<file path="config.mk">
export PLATFORM = sky130hd
export DESIGN_NAME = cmt_channel
export DESIGN_NICKNAME = d
export VERILOG_FILES = /design/src/rtl/cmt_pkg.sv /design/src/rtl/cmt_prescale.sv /design/src/rtl/cmt_load_sync.sv /design/src/rtl/cmt_count_core.sv /design/src/rtl/cmt_ctrl_reg.sv /design/src/rtl/cmt_channel.sv
export SDC_FILE = /design/constraint.sdc
export NUM_CORES = 1
export LEC_CHECK = 0
export ABC_AREA = 1
export BUFFER_PORTS_ARGS = -buffer_cell sky130_fd_sc_hd__buf_2
export CAP_MARGIN = 20
export CORE_MARGIN = 1.5
export CORE_UTILIZATION = 25
export CTS_CLUSTER_SIZE = 40
export DETAILED_ROUTE_END_ITERATION = 7
export PLACE_DENSITY_LB_ADDON = 0.25
export SLEW_MARGIN = 0
export SYNTH_ARGS = -nofsm -noshare
export SYNTH_HDL_FRONTEND = slang
export SYNTH_SLANG_ARGS = --single-unit
</file>
<file path="constraint.sdc">
create_clock -name clk -period 3.3 [get_ports clk]
set_input_delay 0.33 -clock clk [delete_from_list [all_inputs] [get_ports clk]]
set_output_delay 0.33 -clock clk [all_outputs]
set_load 0.005 [all_outputs]
</file>
<file path="src/rtl/cmt_pkg.sv">
`timescale 1ns/1ps
package cmt_pkg;
   localparam int DW    = 32;
   localparam int AW    = 2;
   localparam int DIV_W = 10;

   localparam logic [AW-1:0] A_CTRL = 2'd0;
   localparam logic [AW-1:0] A_CNT  = 2'd1;
   localparam logic [AW-1:0] A_CMP  = 2'd2;

   localparam logic [1:0] ROUTE_IRQ = 2'd2;

   function automatic logic [DIV_W-1:0] div_wide(input logic [2:0] sel);
      case (sel)
         3'd4:    div_wide = DIV_W'(8);
         3'd5:    div_wide = DIV_W'(32);
         3'd6:    div_wide = DIV_W'(128);
         3'd7:    div_wide = DIV_W'(1);
         default: div_wide = '0;
      endcase
   endfunction

   function automatic logic [DIV_W-1:0] div_narrow(input logic [2:0] sel);
      case (sel[1:0])
         2'd0:    div_narrow = DIV_W'(8);
         2'd1:    div_narrow = DIV_W'(32);
         2'd2:    div_narrow = DIV_W'(128);
         default: div_narrow = DIV_W'(512);
      endcase
   endfunction
endpackage

</file>
<file path="src/rtl/cmt_prescale.sv">
`timescale 1ns/1ps
module cmt_prescale #(
   parameter bit WIDE = 1'b1
) (
   input  logic       clk,
   input  logic       rst_n,
   input  logic       ref_tick,
   input  logic       run,
   input  logic [2:0] sel,
   output logic       tick
);
   import cmt_pkg::*;

   logic [DIV_W-1:0] ratio;
   logic [DIV_W-1:0] pcnt;
   logic             at_end;

   generate
      if (WIDE) begin : g_wide
         assign ratio = div_wide(sel);
      end else begin : g_narrow
         assign ratio = div_narrow(sel);
      end
   endgenerate

   assign at_end = (ratio != '0) && (pcnt >= ratio - DIV_W'(1));
   assign tick   = run && ref_tick && at_end;

   always_ff @(posedge clk) begin
      if (!rst_n) begin
         pcnt <= '0;
      end else if (!run || ratio == '0) begin
         pcnt <= '0;
      end else if (ref_tick) begin
         pcnt <= at_end ? '0 : DIV_W'(pcnt + 1'b1);
      end
   end
endmodule

</file>
<file path="src/rtl/cmt_load_sync.sv">
`timescale 1ns/1ps
module cmt_load_sync #(
   parameter int CNT_W = 32
) (
   input  logic             clk,
   input  logic             rst_n,
   input  logic             ref_tick,
   input  logic             wr,
   input  logic [CNT_W-1:0] wval,
   output logic             load_now,
   output logic [CNT_W-1:0] load_val
);
   localparam logic [1:0] STAGES = 2'd2;

   logic [1:0] left;

   assign load_now = ref_tick && (left == 2'd1);

   always_ff @(posedge clk) begin
      if (!rst_n) begin
         left     <= '0;
         load_val <= '0;
      end else if (wr) begin
         left     <= STAGES;
         load_val <= wval;
      end else if (ref_tick && left != '0) begin
         left     <= left - 2'd1;
      end
   end
endmodule

</file>
<file path="src/rtl/cmt_count_core.sv">
`timescale 1ns/1ps
module cmt_count_core #(
   parameter int CNT_W = 32
) (
   input  logic             clk,
   input  logic             rst_n,
   input  logic             tick,
   input  logic             load_now,
   input  logic [CNT_W-1:0] load_val,
   input  logic [CNT_W-1:0] cmp,
   input  logic             periodic,
   output logic [CNT_W-1:0] count,
   output logic             hit_match,
   output logic             hit_ovf
);
   logic eq;
   logic top;

   assign eq        = (count == cmp);
   assign top       = (count == '1);
   assign hit_match = tick && !load_now && eq;
   assign hit_ovf   = tick && !load_now && top && !eq;

   always_ff @(posedge clk) begin
      if (!rst_n) begin
         count <= '0;
      end else if (load_now) begin
         count <= load_val;
      end else if (tick) begin
         if (eq && periodic) count <= '0;
         else                count <= CNT_W'(count + 1'b1);
      end
   end
endmodule

</file>
<file path="src/rtl/cmt_ctrl_reg.sv">
`timescale 1ns/1ps
module cmt_ctrl_reg #(
   parameter bit WIDE = 1'b1
) (
   input  logic                  clk,
   input  logic                  rst_n,
   input  logic                  wr,
   input  logic [cmt_pkg::DW-1:0] wdata,
   input  logic                  set_match,
   input  logic                  set_ovf,
   output logic                  mflag,
   output logic                  oflag,
   output logic                  periodic,
   output logic [2:0]            sel,
   output logic                  irq,
   output logic [cmt_pkg::DW-1:0] rd_word
);
   import cmt_pkg::*;

   logic       ie;
   logic       unused_wdata;

   assign unused_wdata = ^wdata;

   generate
      if (WIDE) begin : g_wide
         logic [1:0] route;
         logic       per_q;

         always_ff @(posedge clk) begin
            if (!rst_n) begin
               mflag <= 1'b0;
               oflag <= 1'b0;
               per_q <= 1'b0;
               ie    <= 1'b0;
               route <= '0;
               sel   <= '0;
            end else begin
               mflag <= (mflag && (!wr || wdata[15])) || set_match;
               oflag <= (oflag && (!wr || wdata[14])) || set_ovf;
               if (wr) begin
                  per_q <= wdata[8];
                  ie    <= wdata[7];
                  route <= wdata[5:4];
                  sel   <= wdata[2:0];
               end
            end
         end

         assign periodic = per_q;
         assign irq      = mflag && ie && (route == ROUTE_IRQ);
         assign rd_word  = {16'h0, mflag, oflag, 5'b0, per_q, ie, 1'b0,
                            route, 1'b0, sel};
      end else begin : g_narrow
         logic unused_ovf;

         assign unused_ovf = set_ovf;

         always_ff @(posedge clk) begin
            if (!rst_n) begin
               mflag <= 1'b0;
               ie    <= 1'b0;
               sel   <= '0;
            end else begin
               mflag <= (mflag && (!wr || wdata[7])) || set_match;
               if (wr) begin
                  ie  <= wdata[6];
                  sel <= {1'b0, wdata[1:0]};
               end
            end
         end

         assign oflag    = 1'b0;
         assign periodic = 1'b1;
         assign irq      = mflag && ie;
         assign rd_word  = {24'h0, mflag, ie, 4'b0, sel[1:0]};
      end
   endgenerate
endmodule

</file>
<file path="src/rtl/cmt_channel.sv">
`timescale 1ns/1ps
module cmt_channel #(
   parameter int CNT_W = 32,
   parameter bit WIDE  = 1'b1
) (
   input  logic        clk,
   input  logic        rst_n,
   input  logic        ref_tick,
   input  logic        run,
   input  logic [1:0]  addr,
   input  logic        wr_en,
   input  logic [31:0] wdata,
   output logic [31:0] rdata,
   output logic        irq
);
   import cmt_pkg::*;

   generate
      if (CNT_W < 8 || CNT_W > DW) begin : g_bad_width
         $error("cmt_channel: CNT_W must lie between 8 and the bus width");
      end
   endgenerate

   logic             ctrl_wr;
   logic             cnt_wr;
   logic             cmp_wr;
   logic             cnt_tick;
   logic             load_now;
   logic [CNT_W-1:0] load_val;
   logic [CNT_W-1:0] count_q;
   logic [CNT_W-1:0] cmp_q;
   logic             hit_match;
   logic             hit_ovf;
   logic             match_flag;
   logic             ovf_flag;
   logic             periodic;
   logic [2:0]       sel;
   logic [DW-1:0]    ctrl_word;

   assign ctrl_wr = wr_en && (addr == A_CTRL);
   assign cnt_wr  = wr_en && (addr == A_CNT);
   assign cmp_wr  = wr_en && (addr == A_CMP);

   always_ff @(posedge clk) begin
      if (!rst_n)      cmp_q <= '1;
      else if (cmp_wr) cmp_q <= wdata[CNT_W-1:0];
   end

   cmt_ctrl_reg #(.WIDE(WIDE)) u_ctrl (
      .clk       (clk),
      .rst_n     (rst_n),
      .wr        (ctrl_wr),
      .wdata     (wdata),
      .set_match (hit_match),
      .set_ovf   (hit_ovf),
      .mflag     (match_flag),
      .oflag     (ovf_flag),
      .periodic  (periodic),
      .sel       (sel),
      .irq       (irq),
      .rd_word   (ctrl_word)
   );

   cmt_prescale #(.WIDE(WIDE)) u_div (
      .clk      (clk),
      .rst_n    (rst_n),
      .ref_tick (ref_tick),
      .run      (run),
      .sel      (sel),
      .tick     (cnt_tick)
   );

   cmt_load_sync #(.CNT_W(CNT_W)) u_sync (
      .clk      (clk),
      .rst_n    (rst_n),
      .ref_tick (ref_tick),
      .wr       (cnt_wr),
      .wval     (wdata[CNT_W-1:0]),
      .load_now (load_now),
      .load_val (load_val)
   );

   cmt_count_core #(.CNT_W(CNT_W)) u_core (
      .clk       (clk),
      .rst_n     (rst_n),
      .tick      (cnt_tick),
      .load_now  (load_now),
      .load_val  (load_val),
      .cmp       (cmp_q),
      .periodic  (periodic),
      .count     (count_q),
      .hit_match (hit_match),
      .hit_ovf   (hit_ovf)
   );

   always_comb begin
      case (addr)
         A_CTRL:  rdata = ctrl_word;
         A_CNT:   rdata = DW'(count_q);
         A_CMP:   rdata = DW'(cmp_q);
         default: rdata = '0;
      endcase
   end
endmodule

</file>
==> metrics.csv, run 1 <==
metric,value,unit
status,"complete, no violations",
share_of_post_route_cells_with_drive_strength_above_1,0.184,
net-switching-power,1040,uW
insertion_delay,440,ps
ff2ff_path_depth,19,
number_of_antenna_violations_at_the_first_check_in_global_routing,0,
grt_start_max_net_pins,41,
syn_avg_cell_area,6.56,um2
most-common-layout-cells,"nand2_1 (319), nor2_1 (138), dfxtp_1 (117), inv_1 (110), nand3_1 (73)",
worstSetupStartpointType,flip-flop,
netSwitchingFraction,0.279,
place_ws,167,ps
setup_viol_count_final,0,
cts-root-to-sink-buffers,2,
buffer_ports.inserted,71,
grt_use_total,0.168,
layout_worst_path_cycle_share,0.897,
routed_wirelength,24.9,mm
endpoint_of_the_worst_hold_timing_path,cmp_q[22],
report.final.slew_viol_count,0,
antenna_cells,0,
drtPass1Iterations,5,
clkSlewWorstSetupHoldPaths,70,ps
p_per_area,437,mW/mm2
hp-start,wdata[22],
cp_cell_sequence,inv_1 > nor3_4 > inv_1 > ha_1 > inv_1 > xor2_1 > inv_1 > ha_1 > nand2_1 > inv_1 > nand2_1 > nand2_1 > nand2_1 > nand3_1 > nand2_4 > nor2_8 > clkbuf_16 > nand3_2 > a21oi_2,
power_frac_comb,0.086,
power_report.internal_total,2700,uW
reg2reg_from,u_ctrl.sel[2],
worst_setup_path_end_kind,flip-flop,
route.detailed.wl_per_inst,16.1,um
wire_length_of_the_first_global_routing_pass,38.8,mm
rr_endpoint,u_core.count[19],
layout.cells.most_common,nand2_1,
cp_slowest_stage_delay,420,ps
rsz0062_at_grt,false,
max-slew-margin-rel,0.442,
gp_routability_congestion,0.888,
grt-ovfl-total,0,
timing.max_cap.violations,0,
timing.critical_path.max_delay_family,simple AND/OR/NAND/NOR gates,
hold_viol_final,0,
fin_ws,338,ps
area_delta_synth_final,19.0,%
synth-seq-cells,117,
period_minus_slack,2960,ps
syn-num-nets,1149,
timing_worst_setup_path_type,flip-flop to flip-flop,
register_area,0.00234,mm2
die-height,173,um
timing.critical_path.fanout_max,17,
worst_ep_arrival_time,3320,ps
layout.cells.non_filler,1542,
syn_area,0.00719,mm2
leakagePower,0.00356,uW
holdCritPathClass,input port to flip-flop,
floorplan.io_pins,72,
post-dp-hpwl,18.1,mm
fmax,338,MHz
critical_path.slowest_cell,dfxtp_1,
num_vias,7006,
cts.sinks,117,
critical_path.n_buffers_inverters,6,
total_power,3740,uW
fillCellCount,3134,
floorplan.initialDensity,0.257,
placedCellCount,1508,
vdd.ir_drop.worst,0.000240,V
cts-htree-levels,4,
clockPowerShare,0.513,
tritoncts,done,
post_synth_num_cell_types,37,
dieArea,0.0298,mm2
cpMostUsedCell,inv_1,
yosysWarningCount,0,
cts_buffers,17,
rows,61,
share_seq_of_total_power,0.401,
syn-instance-count,1095,
min_path_cells,3,
drt_iter0_drc,481,
r2r_slack,340,ps
crit_required,3660,ps
ctsHoldBuffers,0,
grt_pass1_vias,6863,
final.setup_skew,13.9,ps
drc_errors,0,
root_buffer,clkbuf_16,
timing.setup.tns,0,ps
via_cell_ratio,4.54,
antenna_left,0,
max_slew.worst_pin.slew,835,ps
fin_nets,1205,
synth.yosys.seq_area_share,0.326,
multi_input_area,0.00409,mm2
floorplan.die.width,173,um
core,0.0280,mm2
[power by group through the flow]
| stage | Combinational [uW] | Clock (uW) | Sequential (uW) |
|---|---|---|---|
| 2_1_floorplan | 186 | 0 | 1520 |
| 3_3_place_gp | 319 | 0 | 1530 |
| 3_5_place_dp | 321 | 0 | 1530 |
| 4_1_cts | 323 | 1950 | 1500 |
| 5_1_grt | 356 | 2000 | 1510 |
| 6_report | 321 | 1920 | 1500 |
[cell families after synthesis]
kind of cell	Yosys count	share of synthesized area
and+or+nand+nor	593	0.364
buffers and inverters	189	0.108
AOI/OAI and AO/OA	142	0.128
DFF	117	0.326
xor gates and xnor gates	39	0.0475
adders and majority gates	15	0.0261
[worst max path at each step]
stage / cells after the start / slack [ps] / end / start
3_3_place_gp: 19 / 250 / u_core.count[1] / u_ctrl.sel[2]
5_1_grt: 19 / 80 / u_ctrl.mflag / u_ctrl.sel[2]
3_5_place_dp: 19 / 170 / u_core.count[1] / u_ctrl.sel[2]
4_1_cts: 19 / 130 / u_core.count[8] / u_ctrl.sel[2]
2_1_floorplan: 20 / 670 / u_core.count[10] / u_ctrl.sel[2]
6_report: 19 / 340 / u_core.count[19] / u_ctrl.sel[2]
[cell usage after synthesis, drive strengths merged]
| master | count | share of area |
|---|---|---|
| o21ai | 55 | 0.038 |
| clkbuf | 29 | 0.015 |
| clkinv | 11 | 0.0057 |
| a211oi | 1 | 0.0010 |
| xor2 | 24 | 0.029 |
| a21o | 1 | 0.0010 |
| nand2 | 321 | 0.17 |
| and3 | 1 | 0.00087 |
| a21boi | 1 | 0.0010 |
| nor3 | 11 | 0.0091 |
| inv | 127 | 0.066 |
| nand4 | 3 | 0.0026 |
| nor4 | 1 | 0.00087 |
| o221ai | 8 | 0.0097 |
| buf | 22 | 0.021 |
| a21oi | 44 | 0.046 |
| nor2 | 148 | 0.083 |
| dfxtp | 117 | 0.33 |
| ha | 15 | 0.026 |
| o22ai | 12 | 0.010 |
| nand3b | 2 | 0.0021 |
| o211ai | 20 | 0.021 |
| xnor2 | 15 | 0.018 |
| nand3 | 106 | 0.097 |
[stage by stage]
stage	hold WS, ps	cell area, um2	utilization
floorplan	450	7190	-
global placement	462	7900	0.282
detailed placement	468	7900	0.282
CTS	117	8500	0.303
global route	139	8550	0.305
finish	124	8550	0.305
[worst min-delay path, delay by kind of cell]
kind / cells / cell delay, ps
buffers and inverters: 1 / 90
and+or+nand+nor: 2 / 110
[what timing repair did]
action | CTS | global route
endpoints found under the setup margin | 0 | 34
hold endpoints to repair | 0 | 0
buffers inserted | 0 | 1
resized for setup | 0 | 2
[routing by layer]
layer	share of wire	vias up	global-route usage
li1	-	3568	-
met1	0.45	3253	0.210
met2	0.49	148	0.291
met3	0.035	37	0.0275
met4	0.025	0	0.0610
met5	0	-	0
[flip-flops by register name, indices dropped and copies added (netlist names)]
register / flops
u_core.count: 32
u_ctrl.sel: 3
cmp_q: 32
u_ctrl.oflag: 1
u_div.pcnt: 10
u_sync.load_val: 32
u_ctrl.ie: 1
u_ctrl.mflag: 1
u_ctrl.g_wide.route: 2
u_ctrl.periodic: 1
u_sync.left: 2
[cell type report]
cell class,count,share of cell area
multi-input combinational,789,0.478
timing repair buffer,88,0.0629
tap,378,0.0553
clock buffer,17,0.0497
sequential,117,0.274
inverter,138,0.0606
clock inverter,15,0.0197
No activity file was read; power rests on OpenSTA's default activity.
==> inputs of run 2 (changes only) <==
--- a/config.mk
+++ b/config.mk
@@ -13,6 +13,7 @@
 export CTS_CLUSTER_SIZE = 40
 export DETAILED_ROUTE_END_ITERATION = 7
 export PLACE_DENSITY_LB_ADDON = 0.25
+export SETUP_SLACK_MARGIN = 0.5
 export SLEW_MARGIN = 0
 export SYNTH_ARGS = -nofsm -noshare
 export SYNTH_HDL_FRONTEND = slang
==> constraint.sdc (replaced) <==
create_clock -name clk -period 3.4 [get_ports clk]
set_input_delay 0.34 -clock clk [delete_from_list [all_inputs] [get_ports clk]]
set_output_delay 0.34 -clock clk [all_outputs]
set_load 0.005 [all_outputs]
==> metrics.csv, run 2 (synthesized netlist as in run 1, its figures left out) <==
metric,value,unit,change
core,0.0280,mm2,unchanged
fin_nets,1210,,+0.41%
grt-ovfl-total,0,,unchanged
tritoncts,done,,
insertion_delay,430,ps,about the same
antenna_cells,0,,unchanged
most-common-layout-cells,"nand2_1 (319), nor2_1 (138), dfxtp_1 (115), inv_1 (106), nand3_1 (72)",,
drt_iter0_drc,410,,-15%
post-dp-hpwl,18.1,mm,about the same
floorplan.io_pins,72,,unchanged
cts-htree-levels,4,,unchanged
p_per_area,430,mW/mm2,-1.6%
first_element_of_the_critical_path,u_ctrl.sel[2],,
die-height,173,um,unchanged
buffer_ports.inserted,71,,unchanged
ff2ff_path_depth,17,,-2
fmax,371,MHz,+9.7%
holdCritPathClass,input port to flip-flop,,
setup_viol_count_final,0,,unchanged
num_vias,7115,,+1.6%
top_regs,"cmp_q: 32 flops, u_core.count: 32 flops, u_sync.load_val: 32 flops",,
worstSetupStartpointType,flip-flop,,
max-slew-margin-rel,0.519,,+0.0769
area_delta_synth_final,21.4,%,
dieArea,0.0298,mm2,unchanged
placedCellCount,1508,,unchanged
total_power,3750,uW,+0.41%
gp_routability_congestion,0.882,,-0.66%
route.detailed.wl_per_inst,16.5,um,+2.3%
antenna_left,0,,unchanged
crit_required,3750,ps,+90 ps
worst_ep_arrival_time,3050,ps,-270 ps
critical_path_endpoint,u_core.count[8],,
hold_viol_final,0,,unchanged
max_slew.worst_pin.slew,721,ps,-114 ps
worst_setup_path_end_kind,flip-flop,,
grt_pass1_vias,6983,,+1.7%
rows,61,,unchanged
period_minus_slack,2700,ps,-263 ps
timing_worst_setup_path_type,flip-flop to flip-flop,,
layout.cells.most_common,nand2_1,,
leakagePower,0.00363,uW,+2.0%
reg2reg_from,u_ctrl.sel[2],,
share_of_post_route_cells_with_drive_strength_above_1,0.195,,+0.0112
routed_wirelength,25.5,mm,+2.6%
wire_length_of_the_first_global_routing_pass,39.1,mm,+0.85%
drc_errors,0,,unchanged
cts_buffers,17,,unchanged
timing.max_cap.violations,0,,unchanged
rr_endpoint,u_core.count[8],,
final.setup_skew,9.63,ps,-4.29 ps
rsz0062_at_grt,false,,
stdcell_area,0.00873,mm2,+2.0%
drtPass1Iterations,5,,unchanged
grt_use_total,0.168,,-0.000571
floorplan.die.width,173,um,unchanged
vdd.ir_drop.worst,0.000199,V,-17%
min_path_cells,3,,unchanged
r2r_slack,700,ps,+360 ps
placed_cell_area,0.00792,mm2,+0.25%
cts.sinks,117,,unchanged
root_buffer,clkbuf_16,,
fillCellCount,3091,,-1.4%
timing.hold.ws,145,ps,+21.0 ps
number_of_antenna_violations_at_the_first_check_in_global_routing,0,,unchanged
status,"complete, no violations",,
grt_start_max_net_pins,40,,-2.4%
via_cell_ratio,4.60,,+1.2%
floorplan.initialDensity,0.257,,unchanged
layout_worst_path_cycle_share,0.794,,-0.104
clkSlewWorstSetupHoldPaths,60,ps,about the same
cts-root-to-sink-buffers,2,,unchanged
timing.setup.tns,0,ps,unchanged
layout.cells.non_filler,1547,,+0.32%
timing.critical_path.fanout_max,8,,-9
report.final.slew_viol_count,0,,unchanged
[run 2: layout make-up]
type / instances / area, um2 / area share
Multi-Input combinational cell: 789 / 4110 / 0.471
Clock inverter: 12 / 175 / 0.0201
Clock buffer: 20 / 467 / 0.0535
Timing Repair Buffer: 93 / 638 / 0.0731
Inverter: 138 / 518 / 0.0594
Sequential cell: 117 / 2350 / 0.269
Tap cell: 378 / 473 / 0.0542
[run 2: critical path: stages (launching register included)]
cell and delay (ps):
dfxtp_4 370, inv_2 60, nor3_4 220, inv_2 60, ha_2 190, inv_2 60, xor2_1 160, inv_1 90
ha_4 270, nand2_1 70, nor2_1 90, nand3_1 100, nand3_2 110, nand2_4 100, nor2_8 220, buf_6 220
nand3_2 90, a21oi_2 130
[run 2: how the worst min path moves through the flow]
stage                 start           end  slack, ps
2_1_floorplan     u_ctrl.ie     u_ctrl.ie        450
3_3_place_gp   u_ctrl.oflag  u_ctrl.oflag        470
3_5_place_dp   u_ctrl.oflag  u_ctrl.oflag        470
4_1_cts           wdata[30]     cmp_q[30]        140
5_1_grt            wdata[9]      cmp_q[9]        150
6_report          wdata[30]     cmp_q[30]        140
[run 2: what timing repair did]
action,in CTS,in global routing
hold buffers,0,0
pin swaps,0,6
cloned,0,5
endpoints found under the hold margin,0,0
buffers inserted,0,2
setup endpoints to repair,34,43
gates resized for setup,1,11
[run 2: power by group]
| part | total, uW | internal (uW) | switching [uW] |
|---|---|---|---|
| clock | 1990 | 1280 | 701 |
| sequential | 1460 | 1420 | 36.3 |
| combinational | 313 | 105 | 208 |
[run 2: per-layer routing]
layer	GRT usage	wire length (um)
met2	0.293	12400
met4	0.0482	478
met1	0.212	11600
met3	0.0264	974
met5	0	0
[run 2: metrics by stage]
stage	utilization	setup slack, ps
CTS	0.306	505
floorplan	-	768
finish	0.312	701
global route	0.312	500
global placement	0.282	487
detailed placement	0.283	438
